**src/rtl/rse_pkg.sv**
```systemverilog
package rse_pkg;

    typedef enum logic [1:0] {
        OP_RESET = 2'd0,
        OP_WBYTE = 2'd1,
        OP_RBIT  = 2'd2,
        OP_WBIT  = 2'd3
    } slot_op_e;

    typedef enum logic [1:0] {
        RES_NONE  = 2'd0,
        RES_LAST  = 2'd1,
        RES_ERROR = 2'd2
    } search_res_e;

    typedef enum logic [2:0] {
        ST_IDLE,
        ST_RESET,
        ST_CMD,
        ST_RD_D,
        ST_RD_C,
        ST_WR,
        ST_CHECK
    } search_state_e;

    localparam logic [7:0] CRC_POLY = 8'h8C;

    // One serial CRC8 step, data bit taken LSB first.
    function automatic logic [7:0] crc8_step(input logic [7:0] c, input logic b);
        logic fb;
        logic [7:0] n;
        fb = c[0] ^ b;
        n  = c >> 1;
        if (fb) n = n ^ CRC_POLY;
        return n;
    endfunction

    // Byte-wise CRC8 over the low seven bytes of a 64-bit code.
    function automatic logic [7:0] crc8_code7(input logic [63:0] code);
        logic [7:0] c;
        c = 8'h00;
        for (int k = 0; k < 7; k++) begin
            c = c ^ code[8*k +: 8];
            for (int j = 0; j < 8; j++) begin
                c = c[0] ? ((c >> 1) ^ CRC_POLY) : (c >> 1);
            end
        end
        return c;
    endfunction

endpackage

```
**src/rtl/rse_crc8.sv**
```systemverilog
module rse_crc8
    import rse_pkg::*;
(
    input  logic       clk,
    input  logic       rst,
    input  logic       clr,
    input  logic       en,
    input  logic       bit_in,
    output logic [7:0] crc_o
);
    logic [7:0] crc_q;

    always_ff @(posedge clk) begin
        if (rst || clr) begin
            crc_q <= 8'h00;
        end else if (en) begin
            crc_q <= crc8_step(crc_q, bit_in);
        end
    end

    assign crc_o = crc_q;
endmodule

```
**src/rtl/rse_code_store.sv**
```systemverilog
module rse_code_store #(
    parameter int ROM_BITS = 64,
    localparam int POS_W   = $clog2(ROM_BITS)
) (
    input  logic                clk,
    input  logic                rst,
    input  logic                clr_code,
    input  logic                clr_path,
    input  logic                store_en,
    input  logic [POS_W-1:0]    pos,
    input  logic                bit_in,
    input  logic                save_path,
    output logic [ROM_BITS-1:0] code_o,
    output logic                path_bit_o
);
    logic [ROM_BITS-1:0] code_q;
    logic [ROM_BITS-1:0] path_q;

    for (genvar g = 0; g < ROM_BITS; g++) begin : g_bit
        always_ff @(posedge clk) begin
            if (rst || clr_code) begin
                code_q[g] <= 1'b0;
            end else if (store_en && (int'(pos) == g)) begin
                code_q[g] <= bit_in;
            end
        end

        always_ff @(posedge clk) begin
            if (rst || clr_path) begin
                path_q[g] <= 1'b0;
            end else if (save_path) begin
                path_q[g] <= code_q[g];
            end
        end
    end

    assign code_o     = code_q;
    assign path_bit_o = path_q[pos];
endmodule

```
**src/rtl/rse_branch.sv**
```systemverilog
module rse_branch #(
    parameter int ROM_BITS = 64,
    localparam int POS_W   = $clog2(ROM_BITS),
    localparam int IDX_W   = POS_W + 2
) (
    input  logic             clk,
    input  logic             rst,
    input  logic             init,
    input  logic             upd,
    input  logic             first_pass,
    input  logic [POS_W-1:0] pos,
    input  logic             path_bit,
    output logic             dir_o,
    output logic             zero_o
);
    logic signed [IDX_W-1:0] lz_q;
    logic signed [IDX_W-1:0] pz_q;
    logic signed [IDX_W-1:0] lz_d;
    logic signed [IDX_W-1:0] pz_d;
    logic signed [IDX_W-1:0] pos_s;

    assign pos_s = $signed({2'b00, pos});

    always_comb begin
        dir_o  = 1'b0;
        zero_o = 1'b0;
        lz_d   = lz_q;
        pz_d   = pz_q;
        if (first_pass || (pos_s > lz_q)) begin
            // descend into a new zero branch
            dir_o  = 1'b0;
            zero_o = 1'b1;
            pz_d   = lz_q;
            lz_d   = pos_s;
        end else if (pos_s == lz_q) begin
            // the branch explored last time now takes its one side
            dir_o  = 1'b1;
            lz_d   = pz_q;
        end else begin
            dir_o  = path_bit;
            if (!path_bit) begin
                zero_o = 1'b1;
                pz_d   = pos_s;
            end
        end
    end

    always_ff @(posedge clk) begin
        if (rst || init) begin
            lz_q <= '1;
            pz_q <= '1;
        end else if (upd) begin
            lz_q <= lz_d;
            pz_q <= pz_d;
        end
    end
endmodule

```
**src/rtl/rom_search_engine.sv**
```systemverilog
module rom_search_engine
    import rse_pkg::*;
#(
    parameter int          ROM_BITS   = 64,
    parameter logic [7:0]  SEARCH_CMD = 8'hF0,
    parameter int          CNT_W      = 8
) (
    input  logic                clk,
    input  logic                rst,
    input  logic                start,
    output logic                cmd_valid,
    output logic [1:0]          cmd_op,
    output logic [7:0]          cmd_data,
    input  logic                cmd_done,
    input  logic                cmd_rbit,
    output logic                rom_valid,
    output logic [ROM_BITS-1:0] rom_code,
    output logic [CNT_W-1:0]    dev_count,
    output logic                busy,
    output logic                done,
    output logic [1:0]          status
);
    localparam int             POS_W    = $clog2(ROM_BITS);
    localparam int             CRC_BITS = ROM_BITS - 8;
    localparam logic [POS_W-1:0] LAST_POS = POS_W'(ROM_BITS - 1);
    localparam logic [CNT_W-1:0] CNT_MAX  = {CNT_W{1'b1}};

    search_state_e    state_q;
    logic [POS_W-1:0] pos_q;
    logic             dbit_q;
    logic             dir_q;
    logic             single_q;
    logic             first_q;
    logic             more_q;
    logic [1:0]       status_q;
    logic [CNT_W-1:0] count_q;
    logic             rom_valid_q;
    logic             done_q;

    logic             pair_err;
    logic             collide;
    logic             store_en;
    logic             store_bit;
    logic             br_dir;
    logic             br_zero;
    logic             path_bit;
    logic [7:0]       crc_val;
    logic             crc_ok;
    logic             launch;
    logic             pass_clr;
    logic             accept;

    assign launch    = (state_q == ST_IDLE) && start;
    assign pass_clr  = (state_q == ST_RESET) && cmd_done && cmd_rbit;
    assign pair_err  = (state_q == ST_RD_C) && cmd_done && dbit_q && cmd_rbit;
    assign collide   = (state_q == ST_RD_C) && cmd_done && !dbit_q && !cmd_rbit;
    assign store_en  = (state_q == ST_RD_C) && cmd_done && !pair_err;
    assign store_bit = collide ? br_dir : dbit_q;
    assign crc_ok    = (crc_val == rom_code[ROM_BITS-1 -: 8]);
    assign accept    = (state_q == ST_CHECK) && crc_ok;

    rse_crc8 u_crc (
        .clk    (clk),
        .rst    (rst),
        .clr    (pass_clr),
        .en     (store_en && (int'(pos_q) < CRC_BITS)),
        .bit_in (store_bit),
        .crc_o  (crc_val)
    );

    rse_code_store #(.ROM_BITS(ROM_BITS)) u_store (
        .clk        (clk),
        .rst        (rst),
        .clr_code   (pass_clr),
        .clr_path   (launch),
        .store_en   (store_en),
        .pos        (pos_q),
        .bit_in     (store_bit),
        .save_path  (accept),
        .code_o     (rom_code),
        .path_bit_o (path_bit)
    );

    rse_branch #(.ROM_BITS(ROM_BITS)) u_branch (
        .clk        (clk),
        .rst        (rst),
        .init       (launch),
        .upd        (collide),
        .first_pass (first_q),
        .pos        (pos_q),
        .path_bit   (path_bit),
        .dir_o      (br_dir),
        .zero_o     (br_zero)
    );

    always_ff @(posedge clk) begin
        if (rst) begin
            state_q     <= ST_IDLE;
            pos_q       <= '0;
            dbit_q      <= 1'b0;
            dir_q       <= 1'b0;
            single_q    <= 1'b1;
            first_q     <= 1'b1;
            more_q      <= 1'b0;
            status_q    <= RES_NONE;
            count_q     <= '0;
            rom_valid_q <= 1'b0;
            done_q      <= 1'b0;
        end else begin
            rom_valid_q <= 1'b0;
            done_q      <= 1'b0;
            unique case (state_q)
                ST_IDLE: begin
                    if (start) begin
                        single_q <= 1'b1;
                        first_q  <= 1'b1;
                        count_q  <= '0;
                        status_q <= RES_NONE;
                        state_q  <= ST_RESET;
                    end
                end
                ST_RESET: begin
                    if (cmd_done) begin
                        if (cmd_rbit) begin
                            pos_q   <= '0;
                            more_q  <= 1'b0;
                            state_q <= ST_CMD;
                        end else begin
                            status_q <= RES_ERROR;
                            count_q  <= '0;
                            done_q   <= 1'b1;
                            state_q  <= ST_IDLE;
                        end
                    end
                end
                ST_CMD: begin
                    if (cmd_done) state_q <= ST_RD_D;
                end
                ST_RD_D: begin
                    if (cmd_done) begin
                        dbit_q  <= cmd_rbit;
                        state_q <= ST_RD_C;
                    end
                end
                ST_RD_C: begin
                    if (cmd_done) begin
                        if (pair_err) begin
                            status_q <= RES_ERROR;
                            count_q  <= '0;
                            done_q   <= 1'b1;
                            state_q  <= ST_IDLE;
                        end else begin
                            dir_q <= store_bit;
                            if (collide) begin
                                single_q <= 1'b0;
                                if (br_zero) more_q <= 1'b1;
                            end
                            state_q <= ST_WR;
                        end
                    end
                end
                ST_WR: begin
                    if (cmd_done) begin
                        if (pos_q == LAST_POS) begin
                            state_q <= ST_CHECK;
                        end else begin
                            pos_q   <= pos_q + 1'b1;
                            state_q <= ST_RD_D;
                        end
                    end
                end
                ST_CHECK: begin
                    if (!crc_ok) begin
                        status_q <= RES_ERROR;
                        count_q  <= '0;
                        done_q   <= 1'b1;
                        state_q  <= ST_IDLE;
                    end else begin
                        rom_valid_q <= 1'b1;
                        first_q     <= 1'b0;
                        if (count_q != CNT_MAX) count_q <= count_q + 1'b1;
                        if (single_q || !more_q) begin
                            status_q <= RES_LAST;
                            done_q   <= 1'b1;
                            state_q  <= ST_IDLE;
                        end else begin
                            state_q <= ST_RESET;
                        end
                    end
                end
                default: state_q <= ST_IDLE;
            endcase
        end
    end

    always_comb begin
        cmd_valid = 1'b1;
        cmd_op    = OP_RESET;
        cmd_data  = 8'h00;
        unique case (state_q)
            ST_RESET: cmd_op = OP_RESET;
            ST_CMD: begin
                cmd_op   = OP_WBYTE;
                cmd_data = SEARCH_CMD;
            end
            ST_RD_D, ST_RD_C: cmd_op = OP_RBIT;
            ST_WR: begin
                cmd_op   = OP_WBIT;
                cmd_data = {7'b0, dir_q};
            end
            default: cmd_valid = 1'b0;
        endcase
    end

    assign rom_valid = rom_valid_q;
    assign dev_count = count_q;
    assign busy      = (state_q != ST_IDLE);
    assign done      = done_q;
    assign status    = status_q;
endmodule

```
**config.mk**
```make
export PLATFORM = sky130hd
export DESIGN_NAME = rom_search_engine
export DESIGN_NICKNAME = d
export VERILOG_FILES = /design/src/rtl/rse_pkg.sv /design/src/rtl/rse_crc8.sv /design/src/rtl/rse_code_store.sv /design/src/rtl/rse_branch.sv /design/src/rtl/rom_search_engine.sv
export SDC_FILE = /design/constraint.sdc
export NUM_CORES = 1
export LEC_CHECK = 0
export BUFFER_PORTS_ARGS = -buffer_cell sky130_fd_sc_hd__buf_4
export CAP_MARGIN = 20
export CORE_MARGIN = 5
export CORE_UTILIZATION = 55
export DETAILED_ROUTE_END_ITERATION = 10
export PLACE_DENSITY = 0.76
export SYNTH_ARGS = -nofsm -noshare
export SYNTH_HDL_FRONTEND = slang
export SYNTH_SLANG_ARGS = --single-unit
```
**constraint.sdc**
```tcl
create_clock -name clk -period 5.36 [get_ports clk]
set_input_delay 0.536 -clock clk [delete_from_list [all_inputs] [get_ports clk]]
set_output_delay 0.536 -clock clk [all_outputs]
set_load 0.01 [all_outputs]
```
Word level (Yosys, flattened, before mapping) --
Cells that the tools add are included. Widths: inputs -> output; s select.
Cells by class: add/sub/neg operators 2, magnitude comparators 3, equality and inequality tests 91, muxes and demuxes 72, bitwise logic cells 4, reduce and logical (&&, ||, !) cells 106
Operators with widths (number):
- $eq 6x6->1 const B | 33
- $mux 8 | 13
- $eq 6x5->1 const B | 16
- $logic_and 1x1->1 | 75
- $eq 6x4->1 const B | 8
- $pmux 8 s4 | 1
- $ne 2x2->1 const B | 15
- $mux 1 | 28
- $eq 6x3->1 const B | 4
- $mux 3 | 8
- $mux 6 | 4
- $pmux 3 s7 | 1
- $reduce_and 7->1 | 3
- $mux 2 | 8
- $pmux 8 s2 | 1
- $eq 6x2->1 const B | 2
- $pmux 6 s2 | 1
- $reduce_and 5->1 | 2
- $reduce_bool 2->1 | 5
- $eq 3x3->1 const B | 3
- $reduce_and 3->1 | 3
- $add 8x1->8 const B | 1
- $eq 7x8->1 | 1
- $eq 8x8->1 | 1
- other kinds (28) | 41
Word-level totals: bits in registers 178, bits of input ports 5, output and inout port bits 88, logic and storage cells 420

Logic depth before layout (Yosys ltp) --
Gate-level depths: netlist (run 1).
depth after elaboration 10, gate-level depth with buffers 13

Cells and area by module --
Synthesis (run 1) repeated with hierarchy kept, for this count alone.
Unflattened totals: cells, all modules 975, area, all modules 8552.0 um^2
By module, submodules not included:
- rse_code_store | instances 1, cells each 623, area an instance 5575.3 um^2, sequential area each 2562.5 um^2
- rom_search_engine | instances 1, cells each 208, area an instance 1596.5 um^2, sequential area each 520.5 um^2
- rse_branch | instances 1, cells each 110, area an instance 1036.0 um^2, sequential area each 320.3 um^2
- rse_crc8 | instances 1, cells each 34, area an instance 344.1 um^2, sequential area each 160.2 um^2

Worst setup path before layout (run 1) --
Ideal clock, no wire load.
kind register -> register, start register pos_q[0], end register u_branch.lz_q[0], arrival time 2.849 ns, data required time 5.212 ns, setup slack 2.364 ns, cell stages (with the launch flop) 13, path buffers 3, cells stage by stage dfxtp_1 -> buf_4 -> clkinv_1 -> ha_1 -> nand3_1 -> o21ba_2 -> o311a_1 -> a2111oi_4 -> buf_4 -> inv_1 -> o21ai_0 -> buf_2 -> o211ai_1
On the way: cells in the longest elaborated chain, start to end 4, elaborated cells on any way between the ends 6, those cells by class order compare (1); eq/ne (1); mux (1); reduce/logical (3)
RTL lines:
- from (decl) | line rom_search_engine.sv:29 | logic [POS_W-1:0] pos_q;
- from (signal assigned) | line rom_search_engine.sv:167 | pos_q <= pos_q + 1'b1;
- $gt 7x8->1 | line rse_branch.sv:29 | if (first_pass || (pos_s > lz_q)) begin
- $logic_or 1x1->1 | line rse_branch.sv:29
- $reduce_bool 2->1 (no source line)
- $reduce_and 2->1 (no source line)
- to (signal assigned) | line rse_branch.sv:53 | lz_q <= lz_d;
- to (decl) | line rse_branch.sv:16 | logic signed [IDX_W-1:0] lz_q;
Several ways; a longest one is shown, not always the timed one. A chain may end at the register's enable or synchronous reset.

Worst setup path in the final report (run 1) --
start register pos_q[0], end register u_crc.crc_q[2], in the netlist u_crc.crc_o[2]
On the way: cells in the longest elaborated chain, start to end 7, elaborated cells on any way between the ends 12, those cells by class order compare (2); eq/ne (1); mux (6); bitwise (1); reduce/logical (2)
RTL lines:
- $bmux 1 s6 | line rse_code_store.sv:38 | assign path_bit_o = path_q[pos];
- $mux 1 (not written as such) | line rse_code_store.sv:38
- $mux 1 | line rse_branch.sv:35 | end else if (pos_s == lz_q) begin
- $mux 1 | line rse_branch.sv:29
- $mux 1 | line rom_search_engine.sv:58 | assign store_bit = collide ? br_dir : dbit_q;
- $xor 1x1->1 | line rse_pkg.sv:32 | fb = c[0] ^ b;
- $mux 8 | line rse_pkg.sv:34 | if (fb) n = n ^ CRC_POLY;
- to (signal assigned) | line rse_crc8.sv:17 | crc_q <= crc8_step(crc_q, bit_in);
- to (decl) | line rse_crc8.sv:11 | logic [7:0] crc_q;
Several ways; a longest one is shown, not always the timed one. The select of a mux whose other input is x is not followed.

==> results of run 1 <==
==> area by class of cell <==
class,count,share of cell area (%)
clock buffers,22,5.21
well taps,184,2.48
flip-flops and latches,178,38.3
clock inverters,10,1.57
inverters,16,0.646
repair buffers,99,7.99
multi-input cells,638,43.8
==> routing by layer <==
| layer | vias to the layer above | track usage, % |
|---|---|---|
| met1 | 3186 | 33.8 |
| met2 | 263 | 38.4 |
| met4 | 0 | 11.1 |
| met3 | 55 | 5.53 |
| li1 | 3244 | - |
| met5 | - | 0 |
==> state kept, by name, summed over array words and instances (netlist names), 2 cells and up <==
signal          count
u_store.code_o     64
u_store.path_q     64
dev_count           8
u_branch.lz_q       8
u_branch.pz_q       8
u_crc.crc_o         8
pos_q               6
state_q             3
status              2
==> placed cells by master (no fill, tap or decap), drive strengths merged, types with 2 or more instances in the layout <==
| master | instances |
|---|---|
| a2111oi | 3 |
| a211oi | 68 |
| a21o | 4 |
| a21oi | 29 |
| a22o | 2 |
| a22oi | 2 |
| a311oi | 2 |
| a31oi | 3 |
| a32oi | 2 |
| and2 | 3 |
| and3 | 4 |
| buf | 99 |
| bufinv | 3 |
| clkbuf | 22 |
| clkinv | 6 |
| conb | 3 |
| dfxtp | 178 |
| ha | 11 |
| inv | 16 |
| mux2i | 89 |
| mux4 | 11 |
| nand2 | 48 |
| nand2b | 4 |
| nand3 | 31 |
| nand4 | 7 |
| nor2 | 228 |
| nor2b | 8 |
| nor3 | 6 |
| nor3b | 2 |
| o211ai | 14 |
| o21a | 2 |
| o21ai | 12 |
| o31ai | 2 |
| or3 | 3 |
| xnor2 | 13 |
| xnor3 | 2 |
| xor2 | 5 |
==> cells by family after synthesis <==
group / Yosys count
AND/OR/NAND/NOR: 350
flip-flops: 178
AO/OA/AOI/OAI: 154
multiplexers: 100
buffers and inverters: 88
XOR/XNOR: 20
adder cells (fa/ha/maj): 11
other: 1
==> worst max-delay path: cells and delay by family, from the launching register on <==
kind,cells,cell delay [ns]
AO/OA/AOI/OAI,4,1.16
XOR/XNOR,1,0.31
adder cells (fa/ha/maj),1,0.42
buffers and inverters,1,0.50
flip-flops,1,0.88
AND/OR/NAND/NOR,3,0.65
==> path summary, 6_finish.rpt <==
path / start / to / slack, ns / cells after the start
worst max register to register: pos_q[0] / u_crc.crc_o[2] / 1.32 / 10
worst min-delay path: rst / dev_count[1] / 0.39 / 2
worst min register to register: status[0] / status[0] / 0.47 / 2
worst max-delay path: pos_q[0] / u_crc.crc_o[2] / 1.32 / 10
==> power groups by stage <==
stage,combinational (W),clock (W),sequential [W]
finish,0.0000967,0.00132,0.00134
global placement,0.0000959,0,0.00137
CTS,0.0000967,0.00133,0.00134
floorplan,0.0000729,0,0.00136
detailed placement,0.0000965,0,0.00137
global route,0.000107,0.00138,0.00134
==> metrics by stage <==
step / utilization (%) / worst slack [ns] / instance area, um2 / total power (W)
floorplan: - / 2.36 / 8060 / 0.00143
CTS: 64.5 / 1.34 / 9300 / 0.00276
global route: 64.5 / 1.02 / 9300 / 0.00283
finish: 64.5 / 1.32 / 9300 / 0.00276
global placement: 60.1 / 1.51 / 8670 / 0.00146
detailed placement: 60.1 / 1.41 / 8670 / 0.00146
==> results.cfg, run 1 <==
[setup_path]
crit_required_ns = 5.72
critical_path_class = reg2reg
end_kind = flip-flop
crit_fanout = 68
critPathLaunchType = flip-flop
critPathSlowestCell = dfxtp_1
arrival_ns = 4.40
cp_slowest_stage_delay_ns = 0.88
crit_chain = clkinv_1 -> ha_1 -> nand3_1 -> nor3_1 -> a32oi_1 -> or4b_1 -> o21ai_2 -> o31a_4 -> xnor3_1 -> a21oi_1

[global_route]
grt_pass1_vias = 6122
grt_pass1_wl_um = 33300
grt_overflow = 0
track_usage_pct = 25.0
grt_max_degree = 71
grt_antenna_before_repair = 0

[placed_design]
place_congestion = 0.847
io_buffers = 89
place_inst = 1115
place.detailed.hpwl_um = 13800

[sta]
max_slew_margin_pct = 33.6
period_needed_ns = 4.04
setup_violations = 0
finalCritPeriodShare_pct = 75.3
hold_viol = 0
fmax_mhz = 248
slew_violations = 0
tightest_slew_ns = 0.996
whs_ns = 0.393
clock-skew-final_ns = 0.00846
tns_ns = 0
rsz0062_at_grt = no

[final_layout]
final_layout_size_suffix_gt1_share_pct = 15.6
multiInputGateArea_um2 = 4070
syn2layout_area_growth_pct = 15.5
final_cells = 1147
n_fill_cell = 1202
layout.nets = 966
antenna_cells = 0
regArea_um2 = 3560

[logic_synthesis]
synth_edf_count = 0
yosysWarnings = 0
async_flop_share_pct = 0
synth_area_per_cell_um2 = 8.93
yosys.area_share.simple_pct = 18.2
synth.distinct_cells = 58
synth_top_family_by_area = simple AND/OR/NAND/NOR gates
synth_area_leader_cell = dfxtp_1
ys.flop_type = dfxtp_1
ys_ff_latch = 178
synth_top_area_share_pct = 44.2
synth_mux_area_share_pct = 14.1
synth_seq_area_share_pct = 44.2
synth_common_cells = nor2_1 (228), dfxtp_1 (178), mux2i_1 (89)
synth_area_leaders = dfxtp_1 (44%), mux2i_1 (11%), nor2_1 (11%)
synth_fa_ha_area_share_pct = 1.71
yosysMostFrequentCell = nor2_1
synth_compound_area_share_pct = 13.8
syn_area_um2 = 8060
synth_xor_area_share_pct = 2.52
postSynthCellCount = 902

[min_path]
min_path_type = in2reg

[detailed_routing]
drt_wl_total_um = 21100
wl_met2_um = 9490
wl_per_cell_um = 18.4
ant_nets = 0
drt-met1-wl_um = 9230
vias = 6748
wl_met3_um = 1590
drt_pass1_iterations = 6
drt_iter0_drc = 652
via_per_inst = 5.88
drcViolationCount = 0
highest_layer = met4

[die]
start_util_pct = 55.8
die_h_um = 131
row_count = 44
core_area_um2 = 14400
io_pins = 93
dieArea_um2 = 17200
die_w_um = 131

[clocking]
cts-root-buf = clkbuf_16
htreeDepth = 4
cts_made_buffers = 17
postCtsSetupRepairBufs = 0
cts_resized = 0
clock_sinks = 178
clockBufferDepth = 2
clkTransAtPathRegs_ns = 0.07
ctsHoldBuffers = 0
insertion_delay_ns = 0.43
cts_tree = yes

[pwr]
comb_power_share_pct = 3.5
p_clk_share_pct = 48.0
power-per-cell-area_nw_per_um2 = 296
switching_share_pct = 22.1
p_int_w = 0.00215
p_leak_nw = 3.39
seqPwrFrac_pct = 48.5
p_sw_w = 0.000608
ir_drop_uv = 252

[run]
drv_cap = 0

[outcome]
status = finished clean
(Power assumes the default switching activity.)
==> run 2: changes to the inputs <==
--- a/config.mk
+++ b/config.mk
@@ -5,10 +5,11 @@
 export SDC_FILE = /design/constraint.sdc
 export NUM_CORES = 1
 export LEC_CHECK = 0
+export ABC_AREA = 1
 export BUFFER_PORTS_ARGS = -buffer_cell sky130_fd_sc_hd__buf_4
 export CAP_MARGIN = 20
 export CORE_MARGIN = 5
-export CORE_UTILIZATION = 55
+export CORE_UTILIZATION = 53
 export DETAILED_ROUTE_END_ITERATION = 10
 export PLACE_DENSITY = 0.76
 export SYNTH_ARGS = -nofsm -noshare
==> constraint.sdc (replaced) <==
create_clock -name clk -period 3.26 [get_ports clk]
set_input_delay 0.326 -clock clk [delete_from_list [all_inputs] [get_ports clk]]
set_output_delay 0.326 -clock clk [all_outputs]
set_load 0.01 [all_outputs]
==> run 2 against run 1 <==
Net effect:
- clock-buffer cell count unchanged
- combinational power grew to 5.0 times the previous value
- flip-flop and latch count did not move
- non-clock buffer count up 7
- global-route usage up 0.55 points
- largest power group unchanged
==> results.cfg, run 2 <==
[setup_path]
arrival_ns = 3.11
critical_path_class = reg2reg
crit_required_ns = 3.58
critPathLaunchType = flip-flop
timing.rr.start = pos_q[1]
end_kind = flip-flop
crit_fanout = 65
crit_start = pos_q[1]
reg2reg_slack_ns = 0.48
r2r_end = u_store.code_o[63]
reg2regPathDepth = 15

[final_layout]
syn2layout_area_growth_pct = 16.0
final_layout_size_suffix_gt1_share_pct = 13.1
antenna_cells = 0
layout.nets = 1317
final_cell_mix = inv_1 (251), nand2_1 (208), dfxtp_1 (178)
final_util_pct = 62.7
n_fill_cell = 1536
mostFrequentLayoutCell = inv_1
multiInputGateArea_um2 = 3690
regArea_um2 = 3560
final_area_um2 = 9960

[min_path]
hold_end = state_q[0]
holdCritStartpoint = rst
hold_depth = 2
min_path_type = in2reg

[logic_synthesis]
synth_edf_count = 0
synth_area_leaders = dfxtp_1 (41%), inv_1 (11%), nand2_1 (9.1%)
synth.distinct_cells = 41
ys.flop_type = dfxtp_1
postSynthCellCount = 1242
synth_common_cells = inv_1 (251), nand2_1 (208), dfxtp_1 (178)
syn_area_um2 = 8590
async_flop_share_pct = 0
synth_area_leader_cell = dfxtp_1
yosysMostFrequentCell = inv_1
ys_ff_latch = 178
yosysWarnings = 0
synth_top_area_share_pct = 41.5
synth_area_per_cell_um2 = 6.91
synth_seq_area_share_pct = 41.5

[sta]
max_slew_margin_pct = 38.8
finalCritPeriodShare_pct = 85.3
tns_ns = 0
hold_viol = 0
setup_violations = 0
slew_violations = 0
tightest_slew_ns = 0.911
fmax_mhz = 360
setup_ws_ns = 0.478
clock-skew-final_ns = 0.0123
period_needed_ns = 2.78
rsz0062_at_grt = no

[clocking]
cts_tree = yes
htreeDepth = 4
insertion_delay_ns = 0.44
postCtsSetupRepairBufs = 0
cts_resized = 0
ctsHoldBuffers = 0
cts-root-buf = clkbuf_16
clock_sinks = 178
clockBufferDepth = 2
cts_made_buffers = 17
clkTransAtPathRegs_ns = 0.06

[pwr]
ir_drop_uv = 372
p_int_w = 0.00367
switching_share_pct = 24.8
power-per-cell-area_nw_per_um2 = 490
p_sw_w = 0.00121
p_leak_nw = 4.64
comb_power_share_pct = 9.9
seqPwrFrac_pct = 45.6
p_clk_share_pct = 44.4

[die]
start_util_pct = 54.1
dieArea_um2 = 18800
die_h_um = 137
row_count = 46
core_area_um2 = 15900
io_pins = 93
die_w_um = 137

[detailed_routing]
via_per_inst = 5.32
ant_nets = 0
wl_per_cell_um = 15.5
drcViolationCount = 0
drt_iter0_drc = 664
vias = 8130
drt_pass1_iterations = 6
drt_wl_total_um = 23600

[placed_design]
io_buffers = 89
dp_slack_ns = 0.622
dpl_cell_area_um2 = 9340
place.detailed.hpwl_um = 15900
place_congestion = 0.934

[global_route]
grt_pass1_wl_um = 37900
grt_antenna_before_repair = 0
grt_pass1_vias = 7474
grt_max_degree = 96
track_usage_pct = 25.5
grt_overflow = 0

[run]
drv_cap = 0

[outcome]
status = finished clean
==> run 2: cell count changes in the layout (fill, tap and decap cells not counted), moves of 10 or more <==
cell and delta:
nand3_1 +21, nor2_1 -169, a21oi_1 +123, o21ai_1 +45, o21ai_0 +88, nor3_2 +11, inv_1 +238, inv_2 +10
mux4_2 -11, o211ai_1 +16, a211oi_1 -63, mux2i_1 -89, nand2_1 +160, xnor2_1 -13
==> run 2: cell type report <==
cell class / count / share of cell area, %
multi-input combinational: 733 / 37.0
sequential: 178 / 35.8
inverter: 265 / 10.0
timing repair buffer: 106 / 8.24
clock buffer: 22 / 4.66
tap: 216 / 2.71
clock inverter: 9 / 1.56
==> run 2: kinds of logic (layout without fill, tap and decap cells) <==
family                   after synthesis  after routing  share of synthesized area [%]
other                                  1              3                         0.0437
flip-flops                           178            178                           41.5
adder cells (fa/ha/maj)               11             11                           1.60
AO/OA/AOI/OAI                        348            348                           21.8
AND/OR/NAND/NOR                      364            364                           18.5
XOR/XNOR                               7              7                          0.714
buffers and inverters                333            402                           15.9
==> run 2: worst max path at each step <==
| stage | to |
|---|---|
| final | u_store.code_o[63] |
| after global routing | u_store.code_o[38] |
| after CTS | u_store.code_o[54] |
| after detailed placement | u_store.code_o[54] |
| after global placement | u_store.code_o[54] |
| after floorplan | u_store.code_o[16] |
==> run 2: worst max-delay path: stages, from the launching register on <==
cell and delay [ns]:
dfxtp_1 0.50, buf_4 0.35, inv_4 0.18, nand3_1 0.13
nand2_1 0.09, nand2_1 0.07, nand2_1 0.05, nor2_1 0.13
nor2_1 0.07, nor2_1 0.12, nand3_2 0.15, nand3_2 0.13
nand2_2 0.10, buf_12 0.21, o31ai_1 0.24, inv_1 0.07
==> run 2: metrics by stage <==
step,cells,power [W],hold slack [ns]
3_3_place_gp,1498,0.00275,0.452
5_1_grt,1529,0.00504,0.166
3_5_place_dp,1498,0.00276,0.460
2_1_floorplan,1244,0.00261,0.429
4_1_cts,1529,0.00490,0.158
6_report,1529,0.00488,0.160
==> run 2: routing by layer <==
layer	global-route usage (%)	up-vias	share of wire [%]
met5	0	-	0
met4	9.87	0	2.8
met3	4.60	53	7.2
met2	41.5	295	46
met1	33.8	3727	44
li1	-	4055	-
==> run 2: power by group through the flow <==
stage / combinational [W] / clock [W] / sequential, W
floorplan: 0.000334 / 0 / 0.00228
global placement: 0.000472 / 0 / 0.00228
detailed placement: 0.000479 / 0 / 0.00228
CTS: 0.000481 / 0.00219 / 0.00223
global route: 0.000536 / 0.00227 / 0.00223
finish: 0.000485 / 0.00217 / 0.00223
